### src/rtl/scsi_mon_pkg.sv
package scsi_mon_pkg;

    localparam int NUM_COND  = 5;
    localparam int CI_PHASE  = 0;
    localparam int CI_SEL    = 1;
    localparam int CI_PAR    = 2;
    localparam int CI_BSY    = 3;
    localparam int CI_EOP    = 4;

    typedef enum logic [2:0] {
        PH_DATA_OUT = 3'b000,
        PH_DATA_IN  = 3'b001,
        PH_COMMAND  = 3'b010,
        PH_STATUS   = 3'b011,
        PH_MSG_OUT  = 3'b110,
        PH_MSG_IN   = 3'b111
    } phase_e;

    typedef struct packed {
        logic msg;
        logic cd;
        logic io;
    } phase_bits_t;

    typedef struct packed {
        logic end_dma;
        logic drq;
        logic par_err;
        logic irq;
        logic phase_ok;
        logic bsy_err;
        logic atn;
        logic ack;
    } bsr_t;

    // Live phase lines placed where a status byte carries them (bits 4..2)
    function automatic logic [7:0] status_phase_byte(input phase_bits_t p);
        return {3'b000, p.msg, p.cd, p.io, 2'b00};
    endfunction

    // Two-place right shift brings the status field onto the command bits
    function automatic logic [2:0] align_to_cmd(input logic [7:0] sr);
        logic [7:0] s;
        s = sr >> 2;
        return s[2:0];
    endfunction

endpackage

### src/rtl/smon_phase_check.sv
module smon_phase_check
    import scsi_mon_pkg::*;
(
    input  phase_bits_t live,
    input  logic [2:0]  expected,
    input  logic        dma_on,
    input  logic        req_rise,
    output logic        phase_ok,
    output logic        mismatch_evt
);
    logic [7:0] status_view;
    logic [2:0] aligned;

    always_comb begin
        status_view  = status_phase_byte(live);
        aligned      = align_to_cmd(status_view);
        phase_ok     = (aligned == expected);
        mismatch_evt = dma_on && req_rise && !phase_ok;
    end
endmodule

### src/rtl/smon_event_detect.sv
module smon_event_detect #(
    parameter int DATA_W = 8
) (
    input  logic              clk,
    input  logic              rst,
    input  logic              bsy,
    input  logic              sel,
    input  logic              req,
    input  logic [DATA_W-1:0] data,
    input  logic              dbp,
    input  logic [DATA_W-1:0] id_mask,
    input  logic              par_chk,
    input  logic              eop,
    output logic              req_rise,
    output logic              sel_evt,
    output logic              par_evt,
    output logic              bsy_evt,
    output logic              eop_evt
);
    logic req_q;
    logic bsy_q;

    always_ff @(posedge clk) begin
        if (rst) begin
            req_q <= 1'b0;
            bsy_q <= 1'b0;
        end else begin
            req_q <= req;
            bsy_q <= bsy;
        end
    end

    always_comb begin
        req_rise = req && !req_q;
        sel_evt  = !bsy && sel && (|(data & id_mask));
        par_evt  = par_chk && req_rise && !(^{data, dbp});
        bsy_evt  = bsy_q && !bsy;
        eop_evt  = eop;
    end
endmodule

### src/rtl/smon_cond_bank.sv
module smon_cond_bank #(
    parameter int N = 5
) (
    input  logic         clk,
    input  logic         rst,
    input  logic [N-1:0] set_vec,
    input  logic [N-1:0] en_vec,
    input  logic         clr,
    output logic [N-1:0] held,
    output logic         irq
);
    for (genvar i = 0; i < N; i++) begin : g_cond
        always_ff @(posedge clk) begin
            if (rst)
                held[i] <= 1'b0;
            else
                held[i] <= set_vec[i] | (held[i] & ~clr);
        end
    end

    assign irq = |(held & en_vec);
endmodule

### src/rtl/scsi_evt_monitor.sv
module scsi_evt_monitor
    import scsi_mon_pkg::*;
#(
    parameter int DATA_W      = 8,
    parameter int ADDR_W      = 3,
    parameter int STATUS_ADDR = 5,
    parameter int CLEAR_ADDR  = 7
) (
    input  logic              clk,
    input  logic              rst,
    input  logic              bus_bsy,
    input  logic              bus_sel,
    input  logic              bus_req,
    input  logic              bus_ack,
    input  logic              bus_atn,
    input  logic              bus_msg,
    input  logic              bus_cd,
    input  logic              bus_io,
    input  logic [DATA_W-1:0] bus_data,
    input  logic              bus_dbp,
    input  logic              cfg_dma,
    input  logic              cfg_par_chk,
    input  logic              cfg_par_irq,
    input  logic              cfg_eop_irq,
    input  logic              cfg_bsy_mon,
    input  logic [2:0]        exp_phase,
    input  logic [DATA_W-1:0] sel_mask,
    input  logic              dma_req_in,
    input  logic              eop_in,
    input  logic              rd_en,
    input  logic [ADDR_W-1:0] rd_addr,
    output logic [7:0]        rd_data,
    output logic              irq,
    output logic              drq
);
    localparam logic [ADDR_W-1:0] ST_A  = ADDR_W'(STATUS_ADDR);
    localparam logic [ADDR_W-1:0] CLR_A = ADDR_W'(CLEAR_ADDR);

    phase_bits_t         live;
    logic                phase_ok, mismatch_evt, req_rise;
    logic                sel_evt, par_evt, bsy_evt, eop_evt;
    logic [NUM_COND-1:0] set_vec, en_vec, held;
    logic                clr_hit;
    bsr_t                bsr;

    assign live = '{msg: bus_msg, cd: bus_cd, io: bus_io};

    smon_event_detect #(.DATA_W(DATA_W)) u_evt (
        .clk     (clk),
        .rst     (rst),
        .bsy     (bus_bsy),
        .sel     (bus_sel),
        .req     (bus_req),
        .data    (bus_data),
        .dbp     (bus_dbp),
        .id_mask (sel_mask),
        .par_chk (cfg_par_chk),
        .eop     (eop_in),
        .req_rise(req_rise),
        .sel_evt (sel_evt),
        .par_evt (par_evt),
        .bsy_evt (bsy_evt),
        .eop_evt (eop_evt)
    );

    smon_phase_check u_ph (
        .live        (live),
        .expected    (exp_phase),
        .dma_on      (cfg_dma),
        .req_rise    (req_rise),
        .phase_ok    (phase_ok),
        .mismatch_evt(mismatch_evt)
    );

    always_comb begin
        set_vec           = '0;
        set_vec[CI_PHASE] = mismatch_evt;
        set_vec[CI_SEL]   = sel_evt;
        set_vec[CI_PAR]   = par_evt;
        set_vec[CI_BSY]   = bsy_evt;
        set_vec[CI_EOP]   = eop_evt;
        en_vec            = '0;
        en_vec[CI_PHASE]  = 1'b1;
        en_vec[CI_SEL]    = 1'b1;
        en_vec[CI_PAR]    = cfg_par_irq;
        en_vec[CI_BSY]    = cfg_bsy_mon;
        en_vec[CI_EOP]    = cfg_eop_irq;
    end

    assign clr_hit = rd_en && (rd_addr == CLR_A);

    smon_cond_bank #(.N(NUM_COND)) u_bank (
        .clk    (clk),
        .rst    (rst),
        .set_vec(set_vec),
        .en_vec (en_vec),
        .clr    (clr_hit),
        .held   (held),
        .irq    (irq)
    );

    assign drq = dma_req_in && cfg_dma && !held[CI_PHASE];

    always_comb begin
        bsr.end_dma  = held[CI_EOP];
        bsr.drq      = drq;
        bsr.par_err  = held[CI_PAR];
        bsr.irq      = irq;
        bsr.phase_ok = phase_ok;
        bsr.bsy_err  = held[CI_BSY];
        bsr.atn      = bus_atn;
        bsr.ack      = bus_ack;
        rd_data      = (rd_addr == ST_A) ? bsr : 8'h00;
    end
endmodule

### config.mk
export PLATFORM = sky130hd
export DESIGN_NAME = scsi_evt_monitor
export DESIGN_NICKNAME = d
export VERILOG_FILES = /design/src/rtl/scsi_mon_pkg.sv /design/src/rtl/smon_phase_check.sv /design/src/rtl/smon_event_detect.sv /design/src/rtl/smon_cond_bank.sv /design/src/rtl/scsi_evt_monitor.sv
export SDC_FILE = /design/constraint.sdc
export NUM_CORES = 1
export LEC_CHECK = 0
export ABC_AREA = 1
export ABC_CLOCK_PERIOD_IN_PS = 800
export BUFFER_PORTS_ARGS = -buffer_cell sky130_fd_sc_hd__buf_2
export CAP_MARGIN = 30
export CORE_MARGIN = 2
export CORE_UTILIZATION = 33
export DETAILED_ROUTE_END_ITERATION = 12
export GPL_TIMING_DRIVEN = 0
export PLACE_DENSITY = 0.74
export RECOVER_POWER = 100
export REMOVE_ABC_BUFFERS = 1
export SETUP_SLACK_MARGIN = 0.02
export SYNTH_ARGS = -nofsm -noshare
export SYNTH_HDL_FRONTEND = slang
export SYNTH_SLANG_ARGS = --single-unit
### constraint.sdc
create_clock -name clk -period 0.8 [get_ports clk]
set_input_delay 0 -clock clk [delete_from_list [all_inputs] [get_ports clk]]
set_output_delay 0 -clock clk [all_outputs]
set_load 0.02 [all_outputs]
# == Word level (Yosys, flattened, before mapping) ==
# Cells that the tools add are included.
# totals
ff_bits,7
in_bits,41
output_inout_bits,10
wordCells,43
# op_classes
eq_ne,3
mux,1
bitwise_logic,13
n_reduce_logical,19
# op_table
cell,count
logical AND 1 bit,11
parity 9 bit,1
bitwise AND 8 bit,1
two-way mux 8 bit,1
OR reduction 8 bit,1
"equality test 3 bit, second input constant",2
bitwise AND 1 bit,5
bitwise AND 5 bit,1
zero test 1 bit,5
bitwise OR 1 bit,5
OR reduction 5 bit,1
equality test 3 bit,1
inverter 1 bit,1

# == Logic depth before layout (Yosys ltp) ==
# logic_depth
depth_word,5
mapped_depth,11
mapped_depth_nobuf,11

# == By module ==
# From an unflattened synthesis, not the netlist that was laid out.
# unflattened
cells_unflattened,113
hier_area_um2,625.6
# modules_own_cells
mod,instances,cells_each,area_each_um2,seq_area_each_um2
smon_event_detect,1,47,262.8,40.0
smon_cond_bank,1,27,188.9,100.1
scsi_evt_monitor,1,24,107.6,0.0
smon_phase_check,1,15,66.3,0.0

# == Least setup slack after synthesis ==
# Ideal clock, no wire load.
# synth_timing
path_type,register to output
startpoint,register u_bank.held[0]
endpoint,output rd_data[6]
t_arrival_ns,1.040
required_ns,0.800
path_slack_ns,-0.240
stages_incl_launch_ff,2
path_buffers,0
cell_sequence,dfxtp_1 nor4_1
# synth_via
elab_chain_cells,3
# synth_rtl
element,line,rtl
from (decl),smon_cond_bank.sv:9,"output logic [N-1:0] held,"
"from (signal, indexed assignment)",smon_cond_bank.sv:17,held[i] <= set_vec[i] | (held[i] & ~clr);
zero test 1 bit,scsi_evt_monitor.sv:102,assign drq = dma_req_in && cfg_dma && !held[CI_PHASE];
logical AND 1 bit,scsi_evt_monitor.sv:102,
two-way mux 8 bit,scsi_evt_monitor.sv:113,rd_data = (rd_addr == ST_A) ? bsr : 8'h00;
to (decl),scsi_evt_monitor.sv:32,"output logic [7:0] rd_data,"
# Every way passes these cells.

# == Worst setup path after layout ==
# layout_timing
startpoint,register u_bank.held[1]
endpoint,output rd_data[4]
# layout_via
elab_chain_cells,3
# layout_rtl
element,line,rtl
bitwise AND 5 bit,smon_cond_bank.sv:21,assign irq = |(held & en_vec);
OR reduction 5 bit,smon_cond_bank.sv:21,
two-way mux 8 bit,scsi_evt_monitor.sv:113,
# Every way passes these cells.

==> impl_metrics.toml <==
[clocking]
htree_levels = 1
numCtsBuffers = 3
clock_sinks = 7
clk_path_buf_depth = 2
path_clk_slew_ns = 0.05
worst_skew_pair.late_latency_ns = 0.25
cts_root_buf = "clkbuf_4"
cts_tree = "done"

[layout]
seqCellArea_um2 = 146
finalInstanceArea_um2 = 1050
drive_above_1_share_pct = 51.2
fin_nets = 208
fillers = 153
area_delta_synth_final_pct = 79.7
fin_util_pct = 61.8
antenna_cells = 0
multi_input_area_um2 = 410
stdcell_count = 191

[detailed_routing]
drtIter0Drc = 8
first_pass_iters = 4
drc = 0
wire_per_inst_um = 8.93
vias = 838
highest_layer = "met4"
detail_route.vias_per_cell = 4.39
ant_nets = 0
wl_met2_um = 921
wirelength_um = 1710
wl_met1_um = 658
met3_length_um = 100

[synth]
synth_edf_count = 0
syn-mean-instance-area_um2 = 5.75
synth_ff_type = "dfxtp_1"
syn_inst = 102
ys_ff_latch = 7
ys_warn_count = 0
seq_area_frac_synth_pct = 23.9
syn_area_um2 = 587
netlist-cell-type-count = 20
async_reset_ff_share_pct = 0

[worst_setup_path]
critical_path_class = "flip-flop to output pin"
startpoint = "u_bank.held[1]"
end_kind = "output pin"
crit_fanout = 2
r2r-start = "u_bank.held[2]"
worst_ep_required_time_ns = 0.80
worstPathCellList = "a211o_1 -> inv_2 -> a21oi_2 -> buf_4"
start_kind = "flip-flop"
reg2reg_depth = 4
crit_arrival_ns = 1.10
cp_num_cells = 4
crit_family = "flip-flops"
cp_slowest_cell = "dfxtp_2"
crit_buf_inv = 2
slowest_delay_ns = 0.32

[status]
violations = "setup timing"
status = "complete, but fails checks"

[power_and_ir_drop]
peakVddDrop_mv = 0.573
power_mw = 1.16
p_leak_nw = 0.606
power_density_nw_per_um2 = 1100

[sta]
hold_viol_final = 0
rsz0062_at_grt = "yes"
setup_ws_ns = -0.298
finalCriticalPeriod_ns = 1.10
finClkSkew_ns = 0.0000868
worst_slew_pin_slew_ns = 0.305
slew_headroom_pct = 79.6
timing.final.crit_share_pct = 137
setup_viol = 7
finalSetupTns_ns = -1.23
whs_ns = 0.0106
max_freq_mhz = 911
finalMaxSlewViolations = 0

[global_routing]
grt_max_degree = 9
grt.overflow.total = 0
grt_pass1_vias = 680
grt_first_pass_wirelength_um = 2480
antenna_found_initial = 0
grtUsageTotal_pct = 16.4

[hold_path]
holdCritStartpoint = "bus_sel"
hold_depth = 3
hold_class = "input pin to flip-flop"

[placement]
numPlacedInstances = 177
portBuffers = 50
post-dp-hpwl_um = 1290
gp_congestion = 0.693
dpl_cell_area_um2 = 868
pre_cts_ws_ns = -0.0731

[run]
max-cap-violations = 0

[floorplan]
initial_core_util_pct = 34.4
dieArea_um2 = 2130
fp.dieW_um = 46.2
placeableCoreArea_um2 = 1710
rows = 15
io_pins = 51
die_h_um = 46.2
==> Yosys cell counts (2+ instances only) <==
library cell	count	area share (%)
nand2_1	36	23
inv_1	18	12
nor2_1	9	5.8
dfxtp_1	7	24
a21oi_1	5	4.3
nand2_2	5	5.3
nand3_1	4	3.4
xnor2_1	3	4.5
a221oi_1	2	3.0
inv_2	2	1.3
nor3_1	2	1.7
==> placed cells by master, fill, tap and decap left out <==
| master | Yosys | routed |
|---|---|---|
| nor2_1 | 9 | 9 |
| a21oi_2 | 1 | 4 |
| nand2_4 | 0 | 1 |
| nand3_2 | 1 | 2 |
| nand2_1 | 36 | 35 |
| xnor2_1 | 3 | 3 |
| nand3b_1 | 1 | 1 |
| a21oi_1 | 5 | 2 |
| clkbuf_1 | 0 | 1 |
| dfxtp_1 | 7 | 2 |
| clkbuf_4 | 0 | 3 |
| a22o_1 | 1 | 1 |
| nor4_1 | 1 | 1 |
| xor2_1 | 1 | 1 |
| a211o_1 | 1 | 1 |
| buf_6 | 0 | 4 |
| nand4_1 | 1 | 1 |
| inv_2 | 2 | 6 |
| dfxtp_2 | 0 | 5 |
| dlygate4sd3_1 | 0 | 4 |
| buf_4 | 0 | 8 |
| nor3_2 | 0 | 2 |
| nand2_2 | 5 | 5 |
| a221oi_1 | 2 | 2 |
| buf_2 | 0 | 44 |
| nor3b_2 | 0 | 1 |
| nand3_1 | 4 | 3 |
| inv_1 | 18 | 14 |
==> worst reg2reg max path, cell delays in order (launching register included) <==
cell and delay [ns]:
dfxtp_2 0.32, buf_6 0.11, buf_4 0.13, nand2_4 0.06, a21oi_2 0.06
==> worst paths after layout <==
check,to,slack [ns]
max reg2reg,u_bank.held[2],0.01
max,rd_data[4],-0.30
min,u_bank.held[1],0.01
min reg2reg,u_bank.held[3],0.47
==> cell families after synthesis <==
kind of cell	count (synthesis)	share of synthesized area, %
buffers and inverters	20	12.8
AND/OR/NAND/NOR	61	45.6
XOR/XNOR	4	5.97
flip-flops	7	23.9
AO/OA/AOI/OAI	10	11.7
==> per-layer routing <==
layer | global-route usage [%] | vias to the layer above
li1 | - | 445
met1 | 16.6 | 355
met2 | 31.4 | 36
met3 | 0 | 2
met4 | 12.0 | 0
met5 | 0 | -
==> what timing repair did <==
item | in CTS | in global routing
pin swaps | 6 | 5
hold buffers | 4 | 0
resized for setup | 17 | 14
hold endpoints to repair | 5 | 0
setup buffers | 5 | 2
setup endpoints to repair | 8 | 12
==> area by class of cell <==
cell class                      count  area share (%)
Timing Repair Buffer               60            34.6
Multi-Input combinational cell     75            38.9
Tap cell                           25            2.97
Sequential cell                     7            13.9
Inverter                           20            7.12
Clock buffer                        4            2.49
==> power breakdown <==
part	switching (mW)	internal, mW
Combinational	0.221	0.232
Sequential	0.0176	0.376
Clock	0.126	0.190
==> state kept, by name, indices dropped and copies added (netlist names) <==
| signal | count |
|---|---|
| u_evt.bsy_q | 1 |
| u_bank.held | 5 |
| u_evt.req_q | 1 |
Power figures use the tool's default switching activity.
